$ cat config.mk
export PLATFORM = sky130hd
export DESIGN_NAME = led_fault_supervisor
export DESIGN_NICKNAME = d
export VERILOG_FILES = /design/src/rtl/led_sup_pkg.sv /design/src/rtl/led_sup_timer.sv /design/src/rtl/led_sup_report.sv /design/src/rtl/led_sup_fsm.sv /design/src/rtl/led_fault_supervisor.sv
export SDC_FILE = /design/constraint.sdc
export NUM_CORES = 1
export LEC_CHECK = 0
export CAP_MARGIN = 20
export CORE_MARGIN = 3
export CORE_UTILIZATION = 30
export DETAILED_ROUTE_END_ITERATION = 16
export SKIP_CTS_REPAIR_TIMING = 1
export SLEW_MARGIN = 20
export SYNTH_ARGS = -nofsm -noshare
export SYNTH_HDL_FRONTEND = slang
export SYNTH_SLANG_ARGS = --single-unit
$ cat constraint.sdc
create_clock -name clk -period 3.8 [get_ports clk]
set_input_delay 0.38 -clock clk [delete_from_list [all_inputs] [get_ports clk]]
set_output_delay 0.38 -clock clk [all_outputs]
set_load 0.1 [all_outputs]
$ cat src/rtl/led_sup_pkg.sv
// Shared types for the LED driver fault supervisor.
// Assumes: state codes are internal only; no other block decodes them.
package led_sup_pkg;

    typedef enum logic [2:0] {
        ST_STBY  = 3'd0,   // standby: supply or thermal cause present
        ST_DISCH = 3'd1,   // soft start held discharged
        ST_RAMP  = 3'd2,   // charging, output undervoltage masked
        ST_RUN   = 3'd3,   // steady operation
        ST_ILIM  = 3'd4,   // current-limit wait
        ST_OVP   = 3'd5,   // overvoltage hold
        ST_HIC   = 3'd6    // hiccup off-time
    } sup_state_t;

    // True for states in which the converter switches and soft start charges.
    function automatic logic is_charging(sup_state_t s);
        return (s == ST_RAMP) || (s == ST_RUN);
    endfunction

    // True for states that pull the fault line low on their own.
    function automatic logic is_fault_state(sup_state_t s);
        return (s == ST_ILIM) || (s == ST_OVP) || (s == ST_HIC);
    endfunction

endpackage

$ cat src/rtl/led_sup_timer.sv
// Load-and-count-down cycle timer.
// Loading with N makes busy high for exactly N cycles, starting the cycle
// after the load. last marks the final busy cycle. clr aborts a running count.
// Assumes: N >= 1 and N fits in TW bits.
module led_sup_timer #(
    parameter int TW = 8
) (
    input  logic          clk,
    input  logic          rst_n,
    input  logic          start,
    input  logic          clr,
    input  logic [TW-1:0] len,
    output logic          busy,
    output logic          last
);

    logic [TW-1:0] cnt_q;

    // Count register: clear, load or step down.
    always_ff @(posedge clk) begin
        if (!rst_n) begin
            busy  <= 1'b0;
            cnt_q <= '0;
        end else if (clr) begin
            busy  <= 1'b0;
        end else if (start) begin
            busy  <= 1'b1;
            cnt_q <= len;
        end else if (busy) begin
            if (cnt_q == TW'(1)) begin
                busy <= 1'b0;
            end else begin
                cnt_q <= cnt_q - TW'(1);
            end
        end
    end

    // Final-cycle marker.
    always_comb begin
        last = busy && (cnt_q == TW'(1));
    end

endmodule

$ cat src/rtl/led_sup_report.sv
// Report-only fault pulse generator.
// While enabled, a request starts a pulse of exactly HOLD_CYC cycles. No new
// pulse starts until the cycle after the current one ends, so a held request
// gives pulses separated by one idle cycle. Dropping enable ends the pulse at
// once.
// Assumes: HOLD_CYC >= 1.
module led_sup_report #(
    parameter int HOLD_CYC = 64
) (
    input  logic clk,
    input  logic rst_n,
    input  logic enable,
    input  logic req,
    output logic active
);

    localparam int TW = $clog2(HOLD_CYC + 1);

    logic [TW-1:0] cnt_q;

    // Pulse state and remaining-length counter.
    always_ff @(posedge clk) begin
        if (!rst_n) begin
            active <= 1'b0;
            cnt_q  <= '0;
        end else if (!enable) begin
            active <= 1'b0;
        end else if (active) begin
            if (cnt_q == TW'(1)) begin
                active <= 1'b0;
            end else begin
                cnt_q <= cnt_q - TW'(1);
            end
        end else if (req) begin
            active <= 1'b1;
            cnt_q  <= TW'(HOLD_CYC);
        end
    end

endmodule

$ cat src/rtl/led_sup_fsm.sv
// Sequencing state machine of the fault supervisor.
// Chooses the next phase from the flags by fixed priority, and runs one
// shared timer for the ramp, current-limit and hiccup phases.
// Assumes: all flags are synchronous to clk, and each timing parameter >= 1.
module led_sup_fsm
    import led_sup_pkg::*;
#(
    parameter int ILIM_WAIT_CYC = 4375,
    parameter int FLT_HOLD_CYC  = 4500000,
    parameter int RAMP_CYC      = 125000
) (
    input  logic       clk,
    input  logic       rst_n,
    input  logic       standby_req,
    input  logic       ilim_flag,
    input  logic       ovp_flag,
    input  logic       ss_low_flag,
    input  logic       ss_pull_req,
    input  logic       hiccup_en,
    input  logic       rep_req,
    output sup_state_t state_q,
    output logic       charge_next
);

    localparam int MAX_A = (ILIM_WAIT_CYC > FLT_HOLD_CYC) ? ILIM_WAIT_CYC : FLT_HOLD_CYC;
    localparam int MAX_C = (MAX_A > RAMP_CYC) ? MAX_A : RAMP_CYC;
    localparam int TW    = $clog2(MAX_C + 1);

    sup_state_t    state_d;
    logic          tmr_start;
    logic          tmr_clr;
    logic [TW-1:0] tmr_len;
    logic          tmr_busy;
    logic          tmr_last;
    logic          tmr_over;
    logic          timed_next;

    // A timed phase ends on its last counted cycle, or if the count was lost.
    always_comb begin
        tmr_over = tmr_last || !tmr_busy;
    end

    // Next-phase selection in priority order.
    always_comb begin
        state_d = state_q;
        if (standby_req) begin
            state_d = ST_STBY;
        end else begin
            unique case (state_q)
                ST_STBY:  state_d = ST_DISCH;
                ST_DISCH: begin
                    if (ovp_flag) begin
                        state_d = ST_OVP;
                    end else if (ss_low_flag && !ss_pull_req) begin
                        state_d = ST_RAMP;
                    end
                end
                ST_RAMP, ST_RUN: begin
                    if (ilim_flag) begin
                        state_d = ST_ILIM;
                    end else if (ovp_flag) begin
                        state_d = ST_OVP;
                    end else if (ss_pull_req) begin
                        state_d = ST_DISCH;
                    end else if (hiccup_en && rep_req) begin
                        state_d = ST_HIC;
                    end else if ((state_q == ST_RAMP) && tmr_over) begin
                        state_d = ST_RUN;
                    end
                end
                ST_ILIM, ST_HIC: begin
                    if (tmr_over) begin
                        state_d = ST_DISCH;
                    end
                end
                ST_OVP: begin
                    if (!ovp_flag) begin
                        state_d = ST_DISCH;
                    end
                end
                default:  state_d = ST_STBY;
            endcase
        end
    end

    // Timer load on entry to a timed phase; length picked by that phase.
    always_comb begin
        timed_next = (state_d == ST_RAMP) || (state_d == ST_ILIM) || (state_d == ST_HIC);
        tmr_start  = timed_next && (state_d != state_q);
        tmr_clr    = !timed_next;
        charge_next = is_charging(state_d);
        unique case (state_d)
            ST_ILIM: tmr_len = TW'(ILIM_WAIT_CYC);
            ST_HIC:  tmr_len = TW'(FLT_HOLD_CYC);
            default: tmr_len = TW'(RAMP_CYC);
        endcase
    end

    // Phase register.
    always_ff @(posedge clk) begin
        if (!rst_n) begin
            state_q <= ST_STBY;
        end else begin
            state_q <= state_d;
        end
    end

    led_sup_timer #(
        .TW (TW)
    ) i_phase_timer (
        .clk   (clk),
        .rst_n (rst_n),
        .start (tmr_start),
        .clr   (tmr_clr),
        .len   (tmr_len),
        .busy  (tmr_busy),
        .last  (tmr_last)
    );

endmodule

$ cat src/rtl/led_fault_supervisor.sv
// Top of the LED driver fault supervisor.
// Combines the sequencing machine with the report-only pulse generator and
// decodes the four control outputs.
// Assumes: inputs are clean synchronous flags; flt_n = 0 means the open-drain
// line is pulled low.
module led_fault_supervisor
    import led_sup_pkg::*;
#(
    parameter int ILIM_WAIT_CYC = 4375,
    parameter int FLT_HOLD_CYC  = 4500000,
    parameter int RAMP_CYC      = 125000
) (
    input  logic clk,
    input  logic rst_n,
    input  logic uv_flag,
    input  logic hot_flag,
    input  logic ilim_flag,
    input  logic ovp_flag,
    input  logic led_oc_flag,
    input  logic out_uv_flag,
    input  logic ss_low_flag,
    input  logic comp_low_flag,
    input  logic pwm_on,
    input  logic ss_pull_req,
    input  logic hiccup_en,
    output logic sw_en,
    output logic ss_dis,
    output logic ss_chg,
    output logic flt_n
);

    sup_state_t state_q;
    logic       charge_next;
    logic       rep_req;
    logic       rep_active;

    // Report-only fault request; output undervoltage masked in ramp and dim-off.
    always_comb begin
        rep_req = led_oc_flag || (out_uv_flag && pwm_on && (state_q == ST_RUN));
    end

    led_sup_fsm #(
        .ILIM_WAIT_CYC (ILIM_WAIT_CYC),
        .FLT_HOLD_CYC  (FLT_HOLD_CYC),
        .RAMP_CYC      (RAMP_CYC)
    ) i_fsm (
        .clk         (clk),
        .rst_n       (rst_n),
        .standby_req (uv_flag || hot_flag),
        .ilim_flag   (ilim_flag),
        .ovp_flag    (ovp_flag),
        .ss_low_flag (ss_low_flag),
        .ss_pull_req (ss_pull_req),
        .hiccup_en   (hiccup_en),
        .rep_req     (rep_req),
        .state_q     (state_q),
        .charge_next (charge_next)
    );

    led_sup_report #(
        .HOLD_CYC (FLT_HOLD_CYC)
    ) i_report (
        .clk    (clk),
        .rst_n  (rst_n),
        .enable (charge_next && !hiccup_en),
        .req    (rep_req),
        .active (rep_active)
    );

    // Output decode from registered phase and pulse state.
    always_comb begin
        ss_chg = is_charging(state_q);
        ss_dis = !is_charging(state_q);
        sw_en  = is_charging(state_q) && !comp_low_flag;
        flt_n  = !(is_fault_state(state_q) || rep_active);
    end

endmodule

After elaboration in Yosys (flattened, before gate mapping)
Index checks and enable logic that the tools add are counted.
- register bits: 51
- bits of input ports: 13
- output and inout port bits: 4
- logic and storage cells: 80
- $add $sub $neg: 2
- eq/ne operators: 15
- mux-type cells: 24
- reduce and logical (&&, ||, !) cells: 34
- operators by type and width (operator ; number):
    $mux 23 ; 6
    $eq 23x1->1 const B ; 2
    $pmux 23 s2 ; 1
    $sub 23x1->23 const B ; 2
    $mux 3 ; 10
    $eq 3x3->1 const B ; 5
    $pmux 3 s5 ; 1
    $eq 3x2->1 const B ; 4
    $logic_or 1x1->1 ; 10
    $logic_and 1x1->1 ; 9
    $logic_not 1->1 ; 6
    $mux 1 ; 6
    $reduce_and 3->1 ; 2
    $ne 2x2->1 const B ; 2
    $reduce_and 2->1 ; 2
    $reduce_bool 2->1 ; 2
    $reduce_or 2->1 ; 2
    $eq 3x1->1 const B ; 1
    $logic_not 3->1 ; 1
    $ne 3x3->1 ; 1

Depth between registers and ports, before layout
Gate-level depths: netlist of run 1.
- word-level depth: 17
- mapped depth: 11
- mapped depth without buffers: 9

By module
A second synthesis of run 1 with hierarchy kept.
- cell total of the unflattened synthesis: 399
- area total of the unflattened synthesis: 3254.4 um2
- modules (own cells, without submodules) (module ; instances ; cells each ; area an instance (um2) ; seq. area each (um2)):
    led_sup_timer ; 1 ; 198 ; 1551.5 ; 480.5
    led_sup_report ; 1 ; 148 ; 1293.7 ; 480.5
    led_sup_fsm ; 1 ; 44 ; 360.3 ; 60.1
    led_fault_supervisor ; 1 ; 9 ; 48.8 ; 0.0

Worst setup path after synthesis of run 1
OpenSTA, ideal clock, no wires.
- kind: flip-flop to flip-flop
- start point: reg i_fsm.state_q[2]
- end point: reg i_fsm.i_phase_timer.cnt_q[15]
- library setup time: 0.116 ns
- arrival time: 3.914 ns
- required time: 3.684 ns
- slack: -0.230 ns
- stages on the path, launching flop included: 11
- path buffers: 2
- period minus slack after synthesis: 4.030 ns
- cell sequence: dfxtp_1 clkbuf_1 nand2b_1 inv_1 o31ai_1 a211oi_1 o32a_1 a21oi_1 clkbuf_1 nand4_1 o211a_1
- cells in the longest elaborated chain, start to end: 16
- elaborated cells between the ends (all ways): 36
- classes of those cells: 11 x eq/ne; 13 x mux; 12 x reduce/logical
- RTL lines (what ; RTL line ; source):
    start: declaration ; led_sup_fsm.sv:21 ; output sup_state_t state_q,
    start signal: assignment ; led_sup_fsm.sv:104 ; state_q <= state_d;
    $eq 3x2->1 ; led_sup_fsm.sv:49, led_fault_supervisor.sv:39 ;
    $logic_and 1x1->1 ; led_fault_supervisor.sv:39 ; rep_req = led_oc_flag || (out_uv_flag && pwm_on && (state_q == ST_RUN));
    $logic_or 1x1->1 ; led_fault_supervisor.sv:39 ;
    $logic_and 1x1->1 ; led_sup_fsm.sv:65 ; end else if (hiccup_en && rep_req) begin
    $mux 3 ; led_sup_fsm.sv:65 ;
    $mux 3 ; led_sup_fsm.sv:63 ; end else if (ss_pull_req) begin
    $mux 3 ; led_sup_fsm.sv:61 ; end else if (ovp_flag) begin
    $mux 3 ; led_sup_fsm.sv:59 ; if (ilim_flag) begin
    $pmux 3 s5 ; led_sup_fsm.sv:49 ; unique case (state_q)
    $mux 3 ; led_sup_fsm.sv:46 ; if (standby_req) begin
    $eq 3x2->1 or $eq 3x3->1 (tied branches) ; led_sup_fsm.sv:88, led_sup_fsm.sv:92 ;
    $logic_or 1x1->1 (2 in series) ; led_sup_fsm.sv:88 ; timed_next = (state_d == ST_RAMP) || (state_d == ST_ILIM) || (state_d == ST_HIC);
    $logic_and 1x1->1 ; led_sup_fsm.sv:89 ; tmr_start = timed_next && (state_d != state_q);
    $ne 2x2->1 (no source line) or $reduce_bool 2->1 (tied branches) ; n/a ;
    $reduce_and 3->1 (no source line) ; n/a ;
    end signal: assignment ; led_sup_timer.sv:28 ; cnt_q <= len;
    end signal: assignment ; led_sup_timer.sv:33 ; cnt_q <= cnt_q - TW'(1);
    end: declaration ; led_sup_timer.sv:17 ; logic [TW-1:0] cnt_q;
Several ways; a longest one is shown, not always the timed one.
A chain may end at the register's enable or synchronous reset.

Worst setup path after layout of run 1
- start point: reg i_fsm.i_phase_timer.cnt_q[19]
- end point: reg i_fsm.i_phase_timer.cnt_q[16]
- cells in the longest elaborated chain, start to end: 17
- elaborated cells between the ends (all ways): 24
- classes of those cells: 6 x eq/ne; 10 x mux; 8 x reduce/logical
- RTL lines (what ; RTL line ; source):
    $eq 23x1->1 * ; led_sup_timer.sv:30, led_sup_timer.sv:40 ;
    $logic_and 1x1->1 ; led_sup_timer.sv:40 ; last = busy && (cnt_q == TW'(1));
    $logic_or 1x1->1 ; led_sup_fsm.sv:40 ; tmr_over = tmr_last || !tmr_busy;
    $logic_and 1x1->1 ; led_sup_fsm.sv:67 ; end else if ((state_q == ST_RAMP) && tmr_over) begin
    $mux 3 ; led_sup_fsm.sv:67 ;
    $mux 3 ; led_sup_fsm.sv:65 ;
    $mux 3 ; led_sup_fsm.sv:63 ;
    $mux 3 ; led_sup_fsm.sv:61 ;
    $mux 3 ; led_sup_fsm.sv:59 ;
    $pmux 3 s5 ; led_sup_fsm.sv:49 ;
    $mux 3 ; led_sup_fsm.sv:46 ;
    $eq 3x2->1 or $eq 3x3->1 (tied branches) ; led_sup_fsm.sv:88, led_sup_fsm.sv:92 ;
    $logic_or 1x1->1 (2 in series) ; led_sup_fsm.sv:88 ;
    $logic_and 1x1->1 ; led_sup_fsm.sv:89 ;
    $ne 2x2->1 (no source line) or $reduce_bool 2->1 (tied branches) ; n/a ;
    $reduce_and 3->1 (no source line) ; n/a ;
Mark *: on every way between the ends. The rest lies on a longest branch, timed or not.

==> run metrics, run 1 <==
status=complete, no violations; Worst-Skew Late Latency=0.30 ns; WP data arrival=3.51 ns; share of the yosys chip area belonging to registers=33.6%; Syn Nets=about 410; Max-Cap Viols=0; Synth Flop Type=dfxtp_1; vias in the first global route=around 2.8k; final WL=7.91 mm; pin slew with the least headroom to its limit=approximately 0.97 ns; commonest non-fill, non-tap cell in the layout=dfxtp_1; CTS clock-pin slew for the worst setup and hold paths=0.10 ns; Die W=roughly 110 um; ratio of cells with drive above 1 in the final layout=around 7.4%; initial antenna violation count=0; Yosys top cell area share=around a third; final-report hold violation count=0; pwr/cell area=290 nW/um^2; Ys Warns=0; Setup violations, final=0; total global-route track usage=14.0%; Syn-to-layout area delta=13.4%; CP Class=reg2reg; number of port buffers=16; Root Buffer Master=clkbuf_8; most frequent cells in the layout=51 x dfxtp_1, 40 x a21oi_1, 36 x nor2_1; Hold WC Path Type=reg2reg; Ant. Diodes=0; post-route insts no fill=540; largest area contributor in the netlist=dfxtp_1; full die area=~11,000 sq um; Clock Path Buffers=2; clock skew=about 0.012 ns; Rows=36; setup_tns=0 ns; core area=a little under 10,000 sq um; WL/cell=around 15 um; Tmin final=about 3.3 ns; DIE HEIGHT=about 110 um; largest net degree at the start of global routing=29; Cells after Synth=roughly 400; #FFs+latches synth=just over 50; total grt overflow=0; Total Nets Final=423; Remaining DRCs=0; switching share of power=26.4%; CP max FO=13; clock sink count=51; Int Pwr=between 700 and 800 uW; CP Data Required Time=4.01 ns; mapped cell area=between 3000 and 4000 sq um; DP HPWL=~5.6 mm; DR pass1 iterations=5; drt initial violations=230; sequential power share=a little over half; routed via count=slightly above 3k; H-tree depth=2; Setup crit start kind=flop; placed cells=between 500 and 600; ys async rst share=0%; Peak VDD IR=around 0.13 mV; CTS Buf Count=5; Leakage=approximately 0.0014 uW; first-pass GRT wire length=13.5 mm; RSZ-0062 raised after global routing=no; post-synth cell types=between 50 and 60; Final GP Congestion=0.874; combinational share of power=around an eighth; Max Fclk=~300 MHz; # IOs=17; Rel. slew slack=between 30% and 40%; Post-synth EDFFs=0; Crit. End Element=flop; Final Slew Violations=0; Clock power frac=33.8%; period utilisation layout=between 80% and 90%; top cells by area, synth=dfxtp_1 34%, a21oi_1 6.8%, nor2_1 4.5%; CTS tree=yes; Mapped Avg Cell Area=between 7 and 8 sq um; starting density of the core=30.9%; vias per cell=5.63; Psw=around 260 uW; Antenna Violating Nets Remaining=0
-- power by group through the flow --
stage	logic [uW]	clock network (uW)	registers [uW]
2_1_floorplan	79.6	0	552
3_3_place_gp	119	0	553
3_5_place_dp	119	0	554
4_1_cts	120	355	541
5_1_grt	135	369	542
6_report	120	337	541
-- worst max-delay path, stage by stage (launching register included) --
cell     delay (ns)
dfxtp_1        0.34
nor4_1         0.66
nand4_1        0.36
o211a_4        0.35
a32oi_1        0.44
a32o_1         0.50
buf_4          0.28
a21oi_1        0.06
o32ai_1        0.22
-- through the flow --
stage	setup WS, ns	util [%]	power [uW]	area, sq um	hold WS (ns)
floorplan	0.277	-	631	3040	0.441
global placement	0.630	34.1	672	3350	0.461
detailed placement	0.537	34.1	672	3350	0.463
CTS	0.510	35.1	1020	3440	0.477
global route	0.195	35.1	1050	3440	0.516
finish	0.499	35.1	998	3440	0.473
-- registers in the layout, indices dropped and copies added (netlist names) --
| register | count |
|---|---|
| i_fsm.state_q | 3 |
| i_report.active | 1 |
| i_report.cnt_q | 23 |
| i_fsm.i_phase_timer.cnt_q | 23 |
| i_fsm.i_phase_timer.busy | 1 |
-- Yosys cell counts, types with 3 or more instances --
| cell | n |
|---|---|
| nor4_1 | 12 |
| ha_1 | 4 |
| nand2_1 | 35 |
| inv_1 | 14 |
| nor3_1 | 19 |
| a41oi_1 | 3 |
| o32ai_1 | 3 |
| dfxtp_1 | 51 |
| a21oi_1 | 41 |
| nor4b_1 | 5 |
| nor2b_1 | 4 |
| o21a_1 | 3 |
| nor2_1 | 36 |
| or4_1 | 5 |
| o22ai_1 | 10 |
| a31oi_1 | 8 |
| a22oi_1 | 3 |
| a211oi_1 | 3 |
| o31ai_1 | 5 |
| a311oi_1 | 3 |
| o21ai_0 | 12 |
| and3_1 | 4 |
| buf_2 | 5 |
| a31o_2 | 3 |
| o211a_1 | 5 |
| or3_1 | 16 |
| xnor2_1 | 8 |
| nand3_1 | 9 |
| nand4_1 | 11 |
| or2_2 | 3 |
| clkbuf_1 | 16 |
-- layer usage --
| layer | vias to the layer above | wire [um] | track usage, % | share of wire (%) |
|---|---|---|---|---|
| li1 | 1520 | - | - | - |
| met3 | 8 | 394 | 2.19 | 5.0 |
| met4 | 0 | 96 | 4.66 | 1.2 |
| met1 | 1430 | 3820 | 19.1 | 48 |
| met2 | 84 | 3600 | 22.4 | 45 |
| met5 | - | 0 | 0 | 0 |
-- cell families (layout without fill, tap and decap cells) --
logic type / Yosys count / after routing / synth area share [%]
AOI/OAI and AO/OA: 122 / 122 / 27.1
xor gates and xnor gates: 9 / 9 / 2.60
adders and majority gates: 4 / 4 / 1.65
buffers and inverters: 36 / 48 / 4.91
DFF: 51 / 51 / 33.6
muxes: 1 / 1 / 0.330
and+or+nand+nor: 172 / 172 / 29.8
-- worst paths after layout --
path / cells after the start / slack, ns / startpoint / end
max reg2reg: 8 / 0.50 / i_fsm.i_phase_timer.cnt_q[19]$_SDFFE_PN0P_ / i_fsm.i_phase_timer.cnt_q[16]$_SDFFE_PN0P_
min: 2 / 0.47 / i_report.cnt_q[1]$_SDFFE_PN0P_ / i_report.cnt_q[1]$_SDFFE_PN0P_
min reg2reg: 2 / 0.47 / i_report.cnt_q[1]$_SDFFE_PN0P_ / i_report.cnt_q[1]$_SDFFE_PN0P_
max: 8 / 0.50 / i_fsm.i_phase_timer.cnt_q[19]$_SDFFE_PN0P_ / i_fsm.i_phase_timer.cnt_q[16]$_SDFFE_PN0P_
-- area by class of cell --
cell class                 count  area [sq um]
fill                        1047          6380
multi-input combinational    308          1870
sequential                    51          1020
timing repair buffer          26           235
tap                          133           166
clock buffer                   6          82.6
inverter                      14          52.6
clock inverter                 2          13.8
(Power assumes the default switching activity.)
==> run 2: changes to the inputs <==
SKIP_CTS_REPAIR_TIMING = default   (was 1)
clock period = 3.07 ns   (was 3.8 ns; I/O delays follow)
==> run 2 against run 1 <==
Routed wire length rose by 1.3%. Highest routed layer unchanged. Power is 21% higher. Clock power grew 15%. Final cell count up 2.6%. Global-route usage increased by 0.17 points. Largest power group unchanged. Non-clock buffer count increased by 14. Worst setup slack worse by 0.38 ns. Critical path depth down 1. Via count grew 1.9%. Largest cell class unchanged. Worst hold slack better by 0.013 ns.
==> run metrics, run 2 (synthesized netlist as in run 1, its figures left out) <==
status=complete, no violations; most frequent cells in the layout=50 x dfxtp_1, 39 x a21oi_1, 36 x nor2_1; CP max FO=8 (-5); starting density of the core=30.9% (unchanged); Fill cells=1,064 (+1.6%); initial antenna violation count=0 (unchanged); setup slack at placement=0.122 ns (-0.414 ns); Ant. Diodes=0 (unchanged); Root Buffer Master=clkbuf_8; Total Nets Final=437 (+3.3%); pin slew with the least headroom to its limit=0.611 ns (-0.360 ns); worst r2r src=i_fsm.i_phase_timer.cnt_q[10]$_SDFFE_PN0P_; Tmin final=2.95 ns (-0.351 ns); Clock Path Buffers=2 (unchanged); Slowest-stage cell, CP=or4_4; CP Class=reg2reg; final hold slack=0.486 ns (+0.0127 ns); design area=3560 sq um (+3.3%); Crit. End Element=flop; Post-CTS Hold Fix Bufs=0; vias in the first global route=2,880 (+2.2%); Max-Cap Viols=0 (unchanged); most used cell, CP=or4_4; Worst-Skew Late Latency=0.31 ns (about the same); first-pass GRT wire length=13.5 mm (+0.62%); total global-route track usage=14.2% (+0.17 points); Antenna Violating Nets Remaining=0 (unchanged); CTS tree=yes; dpl cell area=3440 sq um (+3.0%); final WL=8.01 mm (+1.3%); DP HPWL=5.78 mm (+3.3%); commonest non-fill, non-tap cell in the layout=dfxtp_1; critical path launch point=i_fsm.i_phase_timer.cnt_q[10]$_SDFFE_PN0P_; Remaining DRCs=0 (unchanged); WL/cell=14.5 um (-1.2%); Peak VDD IR=0.157 mV (+21%); period utilisation layout=96.1% (+9.2 points); total grt overflow=0 (unchanged); Largest regs=i_fsm.i_phase_timer.cnt_q: 23 flops, i_report.cnt_q: 23 flops, i_fsm.state_q: 3 flops; Syn-to-layout area delta=17.2%; CP max stage delay=0.53 ns (-0.13 ns); routed via count=3,099 (+1.9%); Leakage=0.00141 uW (+3.5%); clock skew=0.00858 ns (-0.00354 ns); pwr/cell area=341 nW/um^2 (+18%); WP data arrival=3.20 ns (-0.31 ns); largest net degree at the start of global routing=26 (-10%); ratio of cells with drive above 1 in the final layout=12.1% (+4.7 points); CP Data Required Time=3.32 ns (-0.69 ns); final-report hold violation count=0 (unchanged); Rel. slew slack=59.2% (+24 points); number of port buffers=16 (unchanged); Die W=107 um (unchanged); DIE HEIGHT=107 um (unchanged); min-delay src=i_report.cnt_q[1]$_SDFFE_PN0P_; Setup violations, final=0 (unchanged); post-route setup slack=0.120 ns (-0.379 ns); CTS Buf Count=5 (unchanged); Final GP Congestion=0.836 (-4.4%); DR pass1 iterations=4 (-1); clock sink count=51 (unchanged); CTS clock-pin slew for the worst setup and hold paths=0.10 ns (about the same); core area=9820 sq um (unchanged); H-tree depth=2 (unchanged); vias per cell=5.59 (-0.70%); Rows=36 (unchanged); CP Cell Sequence=or4_4 > or4_4 > o211a_4 > a211o_1 > or2_4 > or4_1 > a21oi_2; Hold WC Path Type=reg2reg; full die area=11,400 sq um (unchanged); Tot Pwr=1210 uW (+21%); # IOs=17 (unchanged); drt initial violations=197 (-14%); Final Slew Violations=0 (unchanged); Setup crit start kind=flop; Max Fclk=339 MHz (+12%)
## run 2: what timing repair did
item	in CTS	in global routing
setup endpoints to repair	0	4
gates resized for setup	0	2
buffers inserted	0	3
## run 2: worst max-delay path: cells and delay by family (launching register included)
kind / cells / cell delay, ns
compound gates: 3 / 0.74
simple gates: 4 / 1.79
flops: 1 / 0.35
## run 2: final timing paths
check	to	slack (ns)	cells after the start
worst max-delay path	i_report.cnt_q[6]$_SDFFE_PN0P_	0.12	7
worst min-delay path	i_report.cnt_q[1]$_SDFFE_PN0P_	0.49	2
worst max register to register	i_report.cnt_q[6]$_SDFFE_PN0P_	0.12	7
worst min register to register	i_report.cnt_q[1]$_SDFFE_PN0P_	0.49	2
## run 2: power by group
group / switching [uW] / internal [uW] / total, uW / leakage, uW
sequential: 4.82 / 665 / 670 / 0.000412
clock: 228 / 160 / 388 / 0.0000412
combinational: 88.8 / 66.3 / 155 / 0.000962
total: 322 / 891 / 1210 / 0.00141
## run 2: per-layer routing
layer	global-route usage, %	routed length, um	vias to the layer above
li1	-	-	1551
met5	0	0	-
met4	4.29	31	0
met3	2.06	281	2
met1	19.6	3990	1483
met2	22.8	3710	63
## run 2: layout make-up
type | count | area (sq um) | area share, %
Clock inverter | 2 | 12.5 | 0.352
Multi-Input combinational cell | 308 | 1880 | 53.0
Clock buffer | 6 | 72.6 | 2.04
Tap cell | 133 | 166 | 4.68
Sequential cell | 51 | 1020 | 28.7
Inverter | 14 | 56.3 | 1.58
Timing Repair Buffer | 40 | 343 | 9.64
## run 2: through the flow
step	std cells	utilization, %	TNS, ns
2_1_floorplan	395	-	0
3_3_place_gp	543	35.1	0
3_5_place_dp	543	35.1	0
4_1_cts	551	35.9	0
5_1_grt	554	36.2	-0.00164
6_report	554	36.2	0
==> run 3: changes to the inputs <==
CELL_PAD_IN_SITES_DETAIL_PLACEMENT = 1   (was default)
CELL_PAD_IN_SITES_GLOBAL_PLACEMENT = 1   (was default)
CORE_MARGIN = default   (was 3)
PLACE_DENSITY_LB_ADDON = 0.1   (was default)
==> run 3 against run 2 <==
Final cell count grew 0.18%. Sequential cell count is the same. Combinational power grew 4%. Fmax is essentially flat. Sequential share of layout area is essentially flat. Power grew 2.4%. Routed wire length grew 20%. Sequential power is essentially flat. Worst setup slack lost 0.0013 ns. Global-route usage grew 5.3 points. Clock skew shrank 0.0019 ns. Critical path type unchanged. Critical endpoint unchanged. Largest cell class unchanged. Largest power group unchanged.
==> run metrics, run 3 (synthesized netlist as in run 1, its figures left out) <==
period utilisation layout=96.1% (about the same); Setup violations, final=0 (unchanged); Clock Path Buffers=2 (unchanged); Crit. End Element=flop; full die area=10,500 sq um (-7.4%); clock sink count=51 (unchanged); Fill cells=1,228 (+15%); number of setup buffers added after CTS=0 (unchanged); CP Data Required Time=3.34 ns (+0.02 ns); status=complete, no violations; DP HPWL=7.01 mm (+21%); WP data arrival=3.22 ns (+0.02 ns); Post-CTS Hold Fix Bufs=0 (unchanged); routed via count=3,084 (-0.48%); DIE HEIGHT=103 um (-3.8%); Setup crit start kind=flop; Rel. slew slack=59.3% (+0.082 points); final-report hold violation count=0 (unchanged); Rows=36 (unchanged); Sequential Area=1020 sq um (-0.12%); CTS tree=yes; Peak VDD IR=0.183 mV (+16%); Root Buffer Master=clkbuf_8; drt initial violations=146 (-26%); H-tree depth=2 (unchanged); DR pass1 iterations=4 (unchanged); WL/cell=17.3 um (+19%); RSZ-0062 raised after global routing=no; pin slew with the least headroom to its limit=0.605 ns (-0.00614 ns); Final GP Congestion=0.776 (-7.2%); commonest non-fill, non-tap cell in the layout=dfxtp_1; footprint of the multi-input gates=1890 sq um (+0.20%); final WL=9.59 mm (+20%); core area=9770 sq um (-0.46%); min-delay src=i_report.cnt_q[1]$_SDFFE_PN0P_; pwr/cell area=350 nW/um^2 (+2.6%); setup_tns=0 ns (unchanged); Max Fclk=339 MHz (about the same); total grt overflow=0 (unchanged); vias in the first global route=3,075 (+6.8%); starting density of the core=31.0% (+0.14 points); Max-Cap Viols=0 (unchanged); total global-route track usage=19.4% (+5.3 points); Hold WC Path Type=reg2reg; Worst-Skew Late Latency=0.33 ns (+0.02 ns); clock skew=0.00666 ns (-0.00192 ns); Die W=103 um (-3.8%); largest net degree at the start of global routing=23 (-12%); Remaining DRCs=0 (unchanged); Ant. Diodes=0 (unchanged); ratio of cells with drive above 1 in the final layout=11.8% (-0.27 points); most frequent cells in the layout=51 x dfxtp_1, 40 x a21oi_1, 36 x nor2_1; Leakage=0.00143 uW (+1.3%); placed cells=547 (+0.74%); Final Slew Violations=0 (unchanged); critical path launch point=i_fsm.i_phase_timer.cnt_q[9]$_SDFFE_PN0P_; Antenna Violating Nets Remaining=0 (unchanged); CP Class=reg2reg; Syn-to-layout area delta=17.0%; post-route insts no fill=555 (+0.18%); vias per cell=5.56 (-0.66%); first-pass GRT wire length=15.6 mm (+15%); Largest regs=i_fsm.i_phase_timer.cnt_q: 23 flops, i_report.cnt_q: 23 flops, i_fsm.state_q: 3 flops; Total Nets Final=438 (+0.23%); cts repair resizes=0 (unchanged); # IOs=17 (unchanged); CTS clock-pin slew for the worst setup and hold paths=0.10 ns (about the same); Tmin final=2.95 ns (+0.00135 ns); CP max FO=14 (+6); number of port buffers=16 (unchanged); reg2reg setup slack=0.12 ns (about the same); worst r2r src=i_fsm.i_phase_timer.cnt_q[9]$_SDFFE_PN0P_; CTS Buf Count=5 (unchanged); initial antenna violation count=0 (unchanged)
## run 3: area by class of cell
type,count,share of cell area (%)
clock inverters,1,0.141
repair buffers,41,9.51
multi-input cells,308,53.2
flip-flops and latches,51,28.8
well taps,133,4.69
clock buffers,7,2.15
inverters,14,1.59
## run 3: worst paths after layout
path                                         end  depth (start not counted)
hold / removal    i_report.cnt_q[1]$_SDFFE_PN0P_                          2
hold reg to reg   i_report.cnt_q[1]$_SDFFE_PN0P_                          2
setup reg to reg  i_report.cnt_q[6]$_SDFFE_PN0P_                          7
setup / recovery  i_report.cnt_q[6]$_SDFFE_PN0P_                          7
## run 3: metal layers
layer / up-vias / GRT usage, % / part of all wire [%]
li1: 1544 / - / -
met1: 1499 / 27.9 / 53
met2: 33 / 29.5 / 42
met3: 8 / 4.27 / 3.6
met4: 0 / 4.62 / 0.97
met5: - / 0 / 0
## run 3: report_power, final
group | total [uW] | switching (uW) | internal, uW
logic | 161 | 95.6 | 65.4
registers | 670 | 5.06 | 665
clock network | 410 | 249 | 161
## run 3: metrics by stage
stage | utilization, % | power (uW) | setup slack (ns) | hold slack [ns] | cell area, sq um
after global placement | 35.4 | 845 | 0.160 | 0.467 | 3460
after detailed placement | 35.4 | 846 | 0.131 | 0.462 | 3460
final | 36.3 | 1240 | 0.119 | 0.470 | 3550
after floorplan | - | 782 | 0.0932 | 0.441 | 3060
after CTS | 36.3 | 1260 | 0.115 | 0.474 | 3540
after global routing | 36.3 | 1300 | 0.00102 | 0.510 | 3550
## run 3: worst max-delay path: stages (launching register included)
cell and delay (ns):
dfxtp_1 0.33, or4_4 0.55, or4_4 0.47, o211a_4 0.30, a211o_1 0.31, or2_4 0.31, or4_1 0.49, a21oi_1 0.14
